### config.mk
export PLATFORM = sky130hd
export DESIGN_NAME = bcd4_scan_display
export DESIGN_NICKNAME = d
export VERILOG_FILES = /design/src/rtl/bcd4_pkg.sv /design/src/rtl/bcd4_tick_div.sv /design/src/rtl/bcd4_digit.sv /design/src/rtl/bcd4_scan_display.sv
export SDC_FILE = /design/constraint.sdc
export NUM_CORES = 1
export LEC_CHECK = 0
export ABC_AREA = 0
export BUFFER_PORTS_ARGS = -buffer_cell sky130_fd_sc_hd__buf_2
export CORE_UTILIZATION = 55
export CTS_CLUSTER_DIAMETER = 30
export DETAILED_ROUTE_END_ITERATION = 6
export MAX_ROUTING_LAYER = met4
export PLACE_DENSITY = 0.71
export RECOVER_POWER = 50
export SLEW_MARGIN = 40
export SYNTH_ARGS = -nofsm -noshare
export SYNTH_HDL_FRONTEND = slang
export SYNTH_SLANG_ARGS = --single-unit
### constraint.sdc
create_clock -name clk -period 6.2 [get_ports clk]
set_input_delay 0.93 -clock clk [delete_from_list [all_inputs] [get_ports clk]]
set_output_delay 0.93 -clock clk [all_outputs]
set_load 0.03 [all_outputs]
### src/rtl/bcd4_pkg.sv
package bcd4_pkg;

  typedef logic [3:0] bcd_t;
  typedef logic [6:0] seg7_t;

  // Active-high seven-segment pattern, bit 0 = segment a .. bit 6 = segment g.
  // Codes above 9 produce a blank digit.
  function automatic seg7_t bcd_to_seg(input bcd_t v);
    seg7_t s;
    case (v)
      4'd0: s = 7'h3F;
      4'd1: s = 7'h06;
      4'd2: s = 7'h5B;
      4'd3: s = 7'h4F;
      4'd4: s = 7'h66;
      4'd5: s = 7'h6D;
      4'd6: s = 7'h7D;
      4'd7: s = 7'h07;
      4'd8: s = 7'h7F;
      4'd9: s = 7'h6F;
      default: s = 7'h00;
    endcase
    return s;
  endfunction

endpackage

### src/rtl/bcd4_tick_div.sv
// Produces a single-cycle enable once every DIV clocks.
module bcd4_tick_div #(
  parameter int DIV = 25_000_000
) (
  input  logic clk,
  input  logic rst,
  output logic tick
);
  localparam int W = (DIV > 2) ? $clog2(DIV) : 1;
  localparam logic [W-1:0] LAST = W'(DIV - 1);

  logic [W-1:0] cnt_q;

  assign tick = (cnt_q == LAST);

  always_ff @(posedge clk) begin
    if (rst)       cnt_q <= '0;
    else if (tick) cnt_q <= '0;
    else           cnt_q <= cnt_q + 1'b1;
  end
endmodule

### src/rtl/bcd4_digit.sv
// One decimal stage: steps when enabled and wraps from 9 to 0.
// It raises carry only on the wrap.
module bcd4_digit
  import bcd4_pkg::*;
(
  input  logic clk,
  input  logic rst,
  input  logic step,
  output bcd_t value,
  output logic carry
);
  bcd_t val_q;

  assign value = val_q;
  assign carry = step && (val_q == 4'd9);

  always_ff @(posedge clk) begin
    if (rst)        val_q <= '0;
    else if (carry) val_q <= '0;
    else if (step)  val_q <= val_q + 4'd1;
  end
endmodule

### src/rtl/bcd4_scan_display.sv
module bcd4_scan_display
  import bcd4_pkg::*;
#(
  parameter int COUNT_DIV  = 25_000_000,
  parameter int SCAN_DIV   = 25_000,
  parameter int NUM_DIGITS = 4
) (
  input  logic                  clk,
  input  logic                  rst,
  output logic [7:0]            seg_n,
  output logic [NUM_DIGITS-1:0] dig_n
);
  localparam int SCAN_W = (NUM_DIGITS > 2) ? $clog2(NUM_DIGITS) : 1;
  localparam logic [SCAN_W-1:0] SCAN_LAST = SCAN_W'(NUM_DIGITS - 1);

  logic count_tick;
  logic scan_tick;

  bcd4_tick_div #(.DIV(COUNT_DIV)) count_div_i (
    .clk (clk),
    .rst (rst),
    .tick(count_tick)
  );

  bcd4_tick_div #(.DIV(SCAN_DIV)) scan_div_i (
    .clk (clk),
    .rst (rst),
    .tick(scan_tick)
  );

  // Carry cascade: stage 0 is enabled by the count tick, and every later
  // stage is enabled by the wrap of the stage below it.
  logic [NUM_DIGITS:0]     step_chain;
  bcd_t                    dval [NUM_DIGITS];
  logic [4*NUM_DIGITS-1:0] digits_flat;

  assign step_chain[0] = count_tick;

  for (genvar i = 0; i < NUM_DIGITS; i++) begin : g_digit
    bcd4_digit digit_i (
      .clk  (clk),
      .rst  (rst),
      .step (step_chain[i]),
      .value(dval[i]),
      .carry(step_chain[i+1])
    );
    assign digits_flat[4*i +: 4] = dval[i];
  end

  // Scan position: units first, most significant last, then repeat.
  logic [SCAN_W-1:0] scan_idx;

  always_ff @(posedge clk) begin
    if (rst) scan_idx <= '0;
    else if (scan_tick) begin
      if (scan_idx == SCAN_LAST) scan_idx <= '0;
      else                       scan_idx <= scan_idx + 1'b1;
    end
  end

  // The enable and the segment pattern both decode from scan_idx,
  // so they change in the same cycle.
  bcd_t shown;

  always_comb begin
    shown = '0;
    dig_n = '1;
    for (int k = 0; k < NUM_DIGITS; k++) begin
      if (scan_idx == SCAN_W'(k)) begin
        shown    = dval[k];
        dig_n[k] = 1'b0;
      end
    end
    seg_n = {1'b1, ~bcd_to_seg(shown)};
  end

endmodule

; ---- After elaboration in Yosys (flattened, before gate mapping)
; Memories as Yosys holds them, arrays and structs flattened.
; Cells that the tools add are included.
[totals]
elab_cells = 45
out_inout_bits = 12
in_bits = 2
romBits = 112
register_bits = 58
memories = 1
[memory_table]
columns = memory, depth, width, rd, rd_clocked_by_memory_dff, wr, line
row1 = (no name shown), 16, 7, 1, 0, 0, bcd4_pkg.sv:10  ; case (v)
[classes]
eq_ne = 9
mux = 9
n_bitwise = 1
n_addsub = 7
n_reduce_logical = 11
[op_table]
columns = op, count
row1 = $add 25x1->25 const B, 1
row2 = $eq 25x25->1 const B, 1
row3 = $add 4x1->4 const B, 4
row4 = $eq 4x4->1 const B, 4
row5 = $mux 4, 4
row6 = $add 15x1->15 const B, 1
row7 = $eq 15x15->1 const B, 1
row8 = $reduce_or 2->1, 6
row9 = $not 7->7, 1
row10 = $eq 2x2->1 const B, 2
row11 = $logic_and 1x1->1, 4
row12 = $mux 1, 4
row13 = $add 2x1->2 const B, 1
row14 = $eq 2x1->1 const B, 1
row15 = $logic_not 2->1, 1
row16 = $mux 2, 1

; ---- Logic depth before layout (Yosys ltp)
; Gate-level depths: netlist of the first run.
; An unclocked memory read counts as a cell.
[depth]
depth_word = 7
depth_mapped = 10
mapped_depth_nobuf = 10

; ---- Hierarchy
; A second synthesis of the first run with hierarchy kept.
[hier_totals]
cells_unflattened = 358
hier_area_um2 = 3369.5
[modules_own_cells]
columns = module, area_each_um2, cells_each, n_inst, seq_area_each_um2
row1 = bcd4_tick_div at count_div_i, 1223.7, 138, 1, 500.5
row2 = bcd4_digit, 197.7, 19, 4, 80.1
row3 = bcd4_tick_div at scan_div_i, 790.8, 79, 1, 300.3
row4 = bcd4_scan_display, 564.3, 65, 1, 40.0

; ---- Worst setup path before layout of the first run
; Ideal clock, no wire load.
[synth_timing]
kind = reg2out
start = register scan_idx[1]
end = output seg_n[1]
arrival_time_ns = 2.656
t_required_ns = 5.270
path_buffers = 0
setup_slack_ns = 2.614
path_stages_with_launch = 10
cell_sequence = dfxtp_1 > inv_1 > ha_1 > inv_1 > nand3_1 > a31oi_1 > inv_1 > ha_1 > nor2_1 > o21ai_0
[synth_between]
elab_chain_cells = 7
elab_cells_between_ends = 10
cone_classes = eq/ne (3) / mux (4) / bitwise (1) / reduce/logical (1) / memory (1)
[synth_rtl]
columns = element, line
row1 = from (decl), bcd4_scan_display.sv:51  ; logic [SCAN_W-1:0] scan_idx;
row2 = from (signal assigned), bcd4_scan_display.sv:57  ; else scan_idx <= scan_idx + 1'b1;
row3 = $logic_not 2->1, bcd4_scan_display.sv:69  ; if (scan_idx == SCAN_W'(k)) begin
row4 = $mux 4 (3 in series), bcd4_scan_display.sv:69
row5 = $mux 4 *, bcd4_scan_display.sv:69
row6 = $mem_v2 16x7 *, --
row7 = $not 7->7 *, bcd4_scan_display.sv:74  ; seg_n = {1'b1, ~bcd_to_seg(shown)};
row8 = to (decl), bcd4_scan_display.sv:10  ; output logic [7:0] seg_n,
; Mark *: on every way between the ends. The rest lies on a longest branch, timed or not.

; ---- Final worst setup path of the first run
[layout_timing]
start = register scan_idx[0]
end = output seg_n[4]
; Same word-level chain as after synthesis.

==> results of run 1 <==
per-layer routing:
metal / wire [um] / part of all wire
met1: 2840 / 0.49
met2: 2690 / 0.47
met3: 169 / 0.029
met4: 64 / 0.011
met5: 0 / 0
through the flow:
step / hold WS [ns] / setup slack (ns)
5_1_grt: 0.503 / 2.17
3_5_place_dp: 0.448 / 2.75
3_3_place_gp: 0.432 / 2.83
6_report: 0.461 / 2.39
4_1_cts: 0.466 / 2.38
2_1_floorplan: 0.418 / 2.61
power groups by stage:
stage	logic, mW	clock network (mW)	registers (mW)
after floorplan	0.0119	0	0.387
after global placement	0.0130	0	0.387
after detailed placement	0.0132	0	0.387
after CTS	0.0133	0.447	0.379
after global routing	0.0148	0.464	0.379
final	0.0128	0.436	0.379
state kept, by name, summed over array words and instances (netlist names):
register               cells
count_div_i.cnt_q         25
g_digit.digit_i.value     16
scan_div_i.cnt_q          15
scan_idx                   2
final timing paths:
path / slack, ns / end / from / cells past startpoint
worst max-delay path: 2.39 / seg_n[4] / scan_idx[0]$_SDFFE_PP0P_ / 9
worst min-delay path: 0.46 / scan_div_i.cnt_q[0]$_SDFF_PP0_ / scan_div_i.cnt_q[0]$_SDFF_PP0_ / 1
worst max register to register: 3.29 / count_div_i.cnt_q[6]$_SDFF_PP0_ / count_div_i.cnt_q[0]$_SDFF_PP0_ / 6
worst min register to register: 0.46 / scan_div_i.cnt_q[0]$_SDFF_PP0_ / scan_div_i.cnt_q[0]$_SDFF_PP0_ / 1
Yosys cell counts, types with 3 or more instances:
master,n
nand3_1,25
buf_2,3
clkbuf_1,9
or3_1,5
nor4_1,4
and4_1,3
xnor2_1,14
and3_1,3
a31oi_1,3
nand2_1,23
inv_1,21
o21ai_0,9
dfxtp_1,58
nor3_1,6
or4_1,6
xor2_1,23
a22oi_1,3
and3b_1,3
nand3b_1,3
a21oi_1,17
mux2i_1,7
nor2_1,67
ha_1,19
nand4_1,11
cells by family (layout without fill, tap and decap cells):
kind of cell	count (synthesis)	count (layout)	share of synthesized area
DFF	58	58	0.379
other	1	1	0.00122
muxes	8	8	0.0265
and+or+nand+nor	172	172	0.283
AOI/OAI and AO/OA	42	42	0.0833
adders and majority gates	19	19	0.0776
buffers and inverters	34	51	0.0441
xor gates and xnor gates	37	37	0.106
layout make-up:
| type | count | area, sq um | share of cell area |
|---|---|---|---|
| Multi-Input combinational cell | 279 | 1780 | 0.519 |
| Sequential cell | 58 | 1160 | 0.339 |
| Clock buffer | 12 | 155 | 0.0453 |
| Clock inverter | 4 | 97.6 | 0.0285 |
| Tap cell | 70 | 87.6 | 0.0256 |
| Inverter | 21 | 78.8 | 0.0230 |
| Timing Repair Buffer | 14 | 66.3 | 0.0194 |
worst max-delay path, delay by kind of cell, from the launching register on:
kind	cells	cell delay, ns
AO/OA/AOI/OAI	3	0.80
multiplexers	1	0.26
buffers and inverters	2	0.42
AND/OR/NAND/NOR	1	0.08
adder cells (fa/ha/maj)	2	0.61
flip-flops	1	0.39
==> impl_metrics.yaml, run 1 <==
routing:
  drcViolationCount: 0
  avgRoutedWirePerCell_um: 12.6
  wl_um: 5760
  first_pass_iters: 5
  first_iter_violations: 149
  drt-vias-per-instance: 5.46
  num_vias: 2500
  final_antenna_net_count: 0
grt:
  met3_usage: 0.0607
  antenna_found_initial: 0
  grt_pass1_wl_um: 10300
  gr-total-overflow: 0
  track_usage: 0.223
  use_met1: 0.274
  use_met2: 0.357
  top_usage_layer: "met2"
  grt_start_max_net_pins: 26
  grt_pass1_vias: 2335
sta:
  max_clock_freq_mhz: 262
  setup-tns-final_ns: 0
  layout_min_cycle_time_ns: 3.81
  rsz0062_at_grt: "false"
  final-hold-violation-count: 0
  setup_viol_count_final: 0
  tightest_slew_ns: 1.31
  max_slew_margin: 0.129
  fin_crit_sh: 0.615
  clock_skew_ns: 0.00597
  slew_violations: 0
cts:
  holdBufCountCts: 0
  clock_path_buffers: 2
  cts_tree: "done"
  post_cts_buffers: 0
  numCtsBuffers: 9
  clock-sinks: 58
  path_clk_slew_ns: 0.06
  root_buffer: "clkbuf_8"
  ctsResizeCount: 0
  clk_latency_ns: 0.34
  cts_max_level: 3
finish:
  drive_gt1_frac: 0.0825
  final_core_util: 0.653
  fillers: 463
  diodes: 0
  stdcell_count: 458
  finish.instance_area_sq_um: 3420
  areaGrowthSynthToFinish_pct: 11.6
  fin_nets: 404
  final_common_cell: "nor2_1"
  layout_common_cells: "nor2_1, dfxtp_1, nand3_1"
min_path:
  worstHoldPathType: "reg -> reg"
worst_setup_path:
  cp-start-kind: "flip-flop"
  crit_top_cell: "ha_1"
  crit_fanout: 10
  cp_slowest_cell: "a31oi_1"
  crit_path_max_incr_delay_ns: 0.46
  cp-end-kind: "output port"
  crit_required_ns: 5.27
  crit_type: "reg -> out"
  cp_cell_sequence: "ha_1, nor2_1, a22o_1, a31oi_1, inv_1, ha_1, mux2_2, a22oi_1, buf_2"
  critPathArrivalTime_ns: 2.88
yosys:
  syn-num-nets: 392
  syn_area_sq_um: 3070
  ys_seq_area_frac: 0.379
  ys_ff_latch: 58
  yosysTopAreaCell: "dfxtp_1"
  synth_top_area_frac: 0.379
  synth_area_leaders: "dfxtp_1, nor2_1, ha_1"
  synth-edff-count: 0
  ys_warn_count: 0
  avgSynthCellArea_sq_um: 8.26
  async_flop_share: 0
  yosys_most_used_dff: "dfxtp_1"
  syn_inst: 371
  synth_cell_types: 45
pwr:
  p_int_uw: 669
  swShare: 0.193
  p_seq_frac: 0.458
  leakage_nw: 1.25
  powerDensity_nw_per_um2: 242
  power.total_uw: 828
  p_clk_frac: 0.527
  ir_worst_vdd_uv: 193
  switching_power_uw: 160
  comb_power_share: 0.016
place:
  portBuffers: 12
  placedInstanceArea_sq_um: 3180
  place_congestion: 0.847
  dp.cells: 441
  dp_hpwl_um: 4040
floorplan:
  rows: 26
  coreArea_sq_um: 5240
  die_w_um: 76.7
  initial_core_util: 0.585
  die_y_um: 76.7
  io_pins: 14
  floorplan.die_area_sq_um: 5880
status:
  outcome: "finished clean"
flow_run:
  maxCapViolCount: 0
No activity file was read; power rests on OpenSTA's default activity.
==> run 2: changes to the inputs <==
==> constraint.sdc (replaced) <==
create_clock -name clk -period 3.8 [get_ports clk]
set_input_delay 0.57 -clock clk [delete_from_list [all_inputs] [get_ports clk]]
set_output_delay 0.57 -clock clk [all_outputs]
set_load 0.03 [all_outputs]
==> impl_metrics.yaml, run 2 (synthesis gave the netlist of run 1 again) <==
worst_setup_path:
  cpLargestDelayFamily: "compound AO/OA/AOI/OAI gates"
  crit_fanout: 10
  crit_path_max_incr_delay_ns: 0.49
  cp-start-kind: "flip-flop"
  critPathArrivalTime_ns: 2.91
  crit_top_cell: "ha_1"
  crit_required_ns: 3.23
  cp_cell_sequence: "ha_1, nor2_1, a22o_1, a31oi_1, inv_1, ha_1, mux2_2, a22oi_1, buf_2"
  cp_num_buf_inv: 2
  cp_slowest_cell: "a31oi_1"
  cp-end-kind: "output port"
  crit_type: "reg -> out"
cts:
  clock-sinks: 58
  ctsResizeCount: 0
  clock_path_buffers: 2
  post_cts_buffers: 0
  holdBufCountCts: 0
  path_clk_slew_ns: 0.06
  cts_max_level: 3
  clk_latency_ns: 0.34
  cts_tree: "done"
  root_buffer: "clkbuf_8"
  numCtsBuffers: 9
floorplan:
  io_pins: 14
  die_w_um: 76.7
  die_y_um: 76.7
  rows: 26
  floorplan.die_area_sq_um: 5880
  coreArea_sq_um: 5240
  initial_core_util: 0.585
sta:
  clock_skew_ns: 0.00751
  layout_min_cycle_time_ns: 3.48
  tightest_slew_ns: 1.42
  fin_crit_sh: 0.916
  max_slew_margin: 0.0518
  max_clock_freq_mhz: 287
  rsz0062_at_grt: "false"
  slew_violations: 0
  setup-tns-final_ns: 0
  timing.hold.ws_ns: 0.452
  setup_viol_count_final: 0
  final-hold-violation-count: 0
pwr:
  leakage_nw: 1.26
  ir_worst_vdd_uv: 269
  power.total_mw: 1.36
  powerDensity_nw_per_um2: 396
routing:
  num_vias: 2491
  first_iter_violations: 125
  wl_um: 5960
  first_pass_iters: 4
  final_antenna_net_count: 0
  avgRoutedWirePerCell_um: 13.0
  drt-vias-per-instance: 5.43
  drcViolationCount: 0
grt:
  track_usage: 0.227
  grt_start_max_net_pins: 26
  grt_pass1_wl_um: 10300
  gr-total-overflow: 0
  antenna_found_initial: 0
  grt_pass1_vias: 2278
min_path:
  worstHoldPathType: "reg -> reg"
finish:
  layout_common_cells: "nor2_1, dfxtp_1, nand3_1"
  fillers: 472
  largest_register: "count_div_i.cnt_q"
  diodes: 0
  final_common_cell: "nor2_1"
  finish.instance_area_sq_um: 3430
  largest_reg_flops: 25
  drive_gt1_frac: 0.0874
  fin_nets: 405
  areaGrowthSynthToFinish_pct: 11.9
status:
  outcome: "finished clean"
flow_run:
  maxCapViolCount: 0
place:
  portBuffers: 12
  placedInstanceArea_sq_um: 3180
  place_congestion: 0.852
  dp_hpwl_um: 4080
==> run 2: cell count changes in the layout (fill, tap and decap cells not counted), sizes merged <==
cell,delta
clkbuf,-1
buf,+2
==> run 2: power breakdown <==
| group | internal [mW] | switching (mW) |
|---|---|---|
| clock network | 0.472 | 0.246 |
| logic | 0.00602 | 0.0156 |
| registers | 0.613 | 0.00516 |
| total | 1.09 | 0.267 |
==> run 2: final cells by class <==
type                            instances  area, sq um  area share
Multi-Input combinational cell        279         1780       0.518
Clock buffer                           12          155      0.0452
Clock inverter                          4         97.6      0.0284
Tap cell                               70         87.6      0.0255
Sequential cell                        58         1160       0.338
Timing Repair Buffer                   15         75.1      0.0219
Inverter                               21         78.8      0.0230
==> run 2: metrics by stage <==
| stage | instances | util | worst slack (ns) |
|---|---|---|---|
| after floorplan | 371 | - | 0.574 |
| after global placement | 442 | 0.606 | 0.800 |
| after detailed placement | 442 | 0.608 | 0.744 |
| after CTS | 458 | 0.656 | 0.323 |
| after global routing | 459 | 0.655 | 0.148 |
| final | 459 | 0.655 | 0.320 |
==> run 2: worst reg2reg max path: stages, from the launching register on <==
cell     delay, ns
dfxtp_1       0.40
ha_1          0.27
nand2_1       0.13
or3_1         0.41
nor2_1        0.36
or2_0         1.11
nor2_1        0.12
==> run 2: path summary, 6_finish.rpt <==
path / startpoint / to / slack (ns) / cells past startpoint
setup / recovery: scan_idx[0]$_SDFFE_PP0P_ / seg_n[4] / 0.32 / 9
hold / removal: scan_div_i.cnt_q[0]$_SDFF_PP0_ / scan_div_i.cnt_q[0]$_SDFF_PP0_ / 0.45 / 1
setup reg to reg: count_div_i.cnt_q[0]$_SDFF_PP0_ / count_div_i.cnt_q[15]$_SDFF_PP0_ / 0.83 / 6
hold reg to reg: scan_div_i.cnt_q[0]$_SDFF_PP0_ / scan_div_i.cnt_q[0]$_SDFF_PP0_ / 0.45 / 1
==> run 2: per-layer routing <==
layer,track usage,vias up,wire (um)
met5,-,-,0
met4,0.0981,0,125
met3,0.0643,12,193
met2,0.344,33,2730
met1,0.281,1156,2910
li1,-,1290,-
==> run 3: changes to the inputs <==
--- a/config.mk
+++ b/config.mk
@@ -7,13 +7,14 @@
 export LEC_CHECK = 0
 export ABC_AREA = 0
 export BUFFER_PORTS_ARGS = -buffer_cell sky130_fd_sc_hd__buf_2
-export CORE_UTILIZATION = 55
+export CORE_UTILIZATION = 30
 export CTS_CLUSTER_DIAMETER = 30
 export DETAILED_ROUTE_END_ITERATION = 6
 export MAX_ROUTING_LAYER = met4
-export PLACE_DENSITY = 0.71
+export PLACE_DENSITY = 0.43
 export RECOVER_POWER = 50
 export SLEW_MARGIN = 40
 export SYNTH_ARGS = -nofsm -noshare
 export SYNTH_HDL_FRONTEND = slang
+export SYNTH_HIERARCHICAL = 1
 export SYNTH_SLANG_ARGS = --single-unit
==> impl_metrics.yaml, run 3 <==
routing:
  num_vias: 2500
  final_antenna_net_count: 0
  drcViolationCount: 0
  drt-vias-per-instance: 4.83
  first_iter_violations: 102
  wl_um: 6600
  avgRoutedWirePerCell_um: 12.7
  first_pass_iters: 4
finish:
  drive_gt1_frac: 0.151
  areaGrowthSynthToFinish_pct: 9.95
  diodes: 0
  multi_input_area_sq_um: 2010
  largest_register: "count_div_i/cnt_q"
  layout_common_cells: "dfxtp_1, nor2_1, nand2_1"
  fin_nets: 396
  final_core_util: 0.340
  fillers: 1130
  seqCellArea_sq_um: 1160
  largest_reg_flops: 25
  final_common_cell: "dfxtp_1"
worst_setup_path:
  r2r-end: "count_div_i/cnt_q[16]$_SDFF_PP0_"
  crit_top_cell: "ha_1"
  rr_startpoint: "count_div_i/cnt_q[8]$_SDFF_PP0_"
  reg2reg_slack_ns: 0.54
  crit_start: "scan_idx[0]$_SDFFE_PP0P_"
  crit_required_ns: 3.23
  crit_type: "reg -> out"
  cp_cell_sequence: "ha_1, clkinv_1, o221ai_1, inv_1, ha_1, or3_1, o32ai_1, mux2i_1, buf_2"
  reg2regPathDepth: 4
  critPathArrivalTime_ns: 2.97
  cp_slowest_cell: "o221ai_1"
  crit_end: "seg_n[6]"
  cp-start-kind: "flip-flop"
  crit_fanout: 9
  cp-end-kind: "output port"
  crit_path_max_incr_delay_ns: 0.45
yosys:
  ys_seq_area_frac: 0.345
  syn_inst: 358
  ys_warn_count: 6
  synthTopCellsByCount: "dfxtp_1, nor2_1, nand2_1"
  yosys_most_used_dff: "dfxtp_1"
  ys_ff_latch: 58
  async_flop_share: 0
  synth_top_area_frac: 0.345
  synth-edff-count: 0
  avgSynthCellArea_sq_um: 9.41
  syn-num-nets: 380
  synth_cell_types: 59
  synth_area_leaders: "dfxtp_1, ha_1, xnor2_1"
  syn_area_sq_um: 3370
  yosysTopAreaCell: "dfxtp_1"
  synth_most_common_cell: "dfxtp_1"
floorplan:
  die_y_um: 108
  die_w_um: 108
  floorplan.die_area_sq_um: 11700
  initial_core_util: 0.309
  io_pins: 14
  coreArea_sq_um: 10900
  rows: 38
pwr:
  p_clk_frac: 0.478
  powerDensity_nw_per_um2: 336
  swShare: 0.217
  ir_worst_vdd_uv: 114
  switching_power_uw: 270
  leakage_nw: 1.35
  p_seq_frac: 0.497
  comb_power_share: 0.025
  p_int_uw: 976
cts:
  root_buffer: "clkbuf_8"
  cts_max_level: 3
  clock-sinks: 58
  post_cts_buffers: 0
  clock_path_buffers: 2
  holdBufCountCts: 0
  numCtsBuffers: 9
  cts_tree: "done"
  ctsResizeCount: 0
  path_clk_slew_ns: 0.07
  clk_latency_ns: 0.34
sta:
  fin_crit_sh: 0.932
  slew_violations: 13
  setup_viol_count_final: 0
  timing.hold.ws_ns: 0.470
  final-hold-violation-count: 0
  clock_skew_ns: 0.00681
  layout_min_cycle_time_ns: 3.54
  max_clock_freq_mhz: 282
  tightest_slew_ns: 2.00
  max_slew_margin: -0.351
  rsz0062_at_grt: "false"
  setup-tns-final_ns: 0
grt:
  gr-total-overflow: 0
  grt_pass1_vias: 2414
  antenna_found_initial: 0
  grt_pass1_wl_um: 11400
  grt_start_max_net_pins: 16
  track_usage: 0.131
place:
  dp_hpwl_um: 4680
  place_congestion: 0.764
  portBuffers: 12
status:
  violations: "capacitance limit, slew limit"
  outcome: "finished, violations left"
flow_run:
  maxCapViolCount: 1
min_path:
  worstHoldPathType: "reg -> reg"
[run 3: cell types whose count changed after synthesis, moves of 5 or more]
cell and delta:
a21oi_1 -6, clkbuf_1 -7, nand3_1 -14, nand4_1 +8, nor2_1 -28, nor2_4 +8, nor2b_1 +5, xnor2_1 +5
xor2_1 -6
[run 3: routing by layer]
layer | global-route usage | up-vias | wire [um]
met5 | - | - | 0
met4 | 0.0851 | 0 | 173
met3 | 0.0259 | 16 | 152
met2 | 0.200 | 25 | 3000
met1 | 0.157 | 1164 | 3280
li1 | - | 1295 | -
[run 3: power by group through the flow]
stage	registers (mW)	clock network [mW]	logic [mW]
final	0.620	0.595	0.0312
after global routing	0.620	0.645	0.0350
after CTS	0.620	0.623	0.0343
after detailed placement	0.634	0	0.0341
after global placement	0.634	0	0.0342
after floorplan	0.632	0	0.0320
[run 3: kinds of logic after synthesis]
kind of cell    count (synthesis)  synth area share
buf+inv                        30            0.0501
flops                          58             0.345
compound gates                 41             0.102
other cells                     1           0.00111
fa+ha+maj                      20            0.0743
mux                            11            0.0342
xor+xnor                       36            0.0936
simple gates                  161             0.300
[run 3: worst min path at each step]
stage,cells past startpoint,slack [ns],endpoint,start
final,1,0.47,count_div_i/cnt_q[0]$_SDFF_PP0_,count_div_i/cnt_q[0]$_SDFF_PP0_
after global placement,1,0.45,count_div_i/cnt_q[0]$_SDFF_PP0_,count_div_i/cnt_q[0]$_SDFF_PP0_
after floorplan,1,0.43,count_div_i/cnt_q[0]$_SDFF_PP0_,count_div_i/cnt_q[0]$_SDFF_PP0_
after CTS,1,0.47,count_div_i/cnt_q[0]$_SDFF_PP0_,count_div_i/cnt_q[0]$_SDFF_PP0_
after global routing,2,0.50,count_div_i/cnt_q[20]$_SDFF_PP0_,count_div_i/cnt_q[20]$_SDFF_PP0_
after detailed placement,1,0.45,count_div_i/cnt_q[0]$_SDFF_PP0_,count_div_i/cnt_q[0]$_SDFF_PP0_
[run 3: critical path, delay by kind of cell, from the launching register on]
family	cells	cell delay, ns
AOI/OAI and AO/OA	2	0.59
adders and majority gates	2	0.59
buffers and inverters	3	0.55
DFF	1	0.40
muxes	1	0.10
and+or+nand+nor	1	0.39
[run 3: per-stage QoR]
step | setup WS (ns) | total power, mW | cell area, sq um | std cells
6_report | 0.259 | 1.25 | 3700 | 518
5_1_grt | 0.0411 | 1.30 | 3700 | 518
4_1_cts | 0.212 | 1.28 | 3740 | 518
3_5_place_dp | 0.603 | 0.668 | 3540 | 503
3_3_place_gp | 0.726 | 0.668 | 3540 | 503
2_1_floorplan | 0.698 | 0.664 | 3370 | 358
[run 3: final cells by class]
| class | count | area share |
|---|---|---|
| Clock buffer | 13 | 0.0456 |
| Clock inverter | 2 | 0.00946 |
| Inverter | 19 | 0.0193 |
| Multi-Input combinational cell | 270 | 0.543 |
| Sequential cell | 58 | 0.313 |
| Tap cell | 140 | 0.0473 |
| Timing Repair Buffer | 16 | 0.0220 |
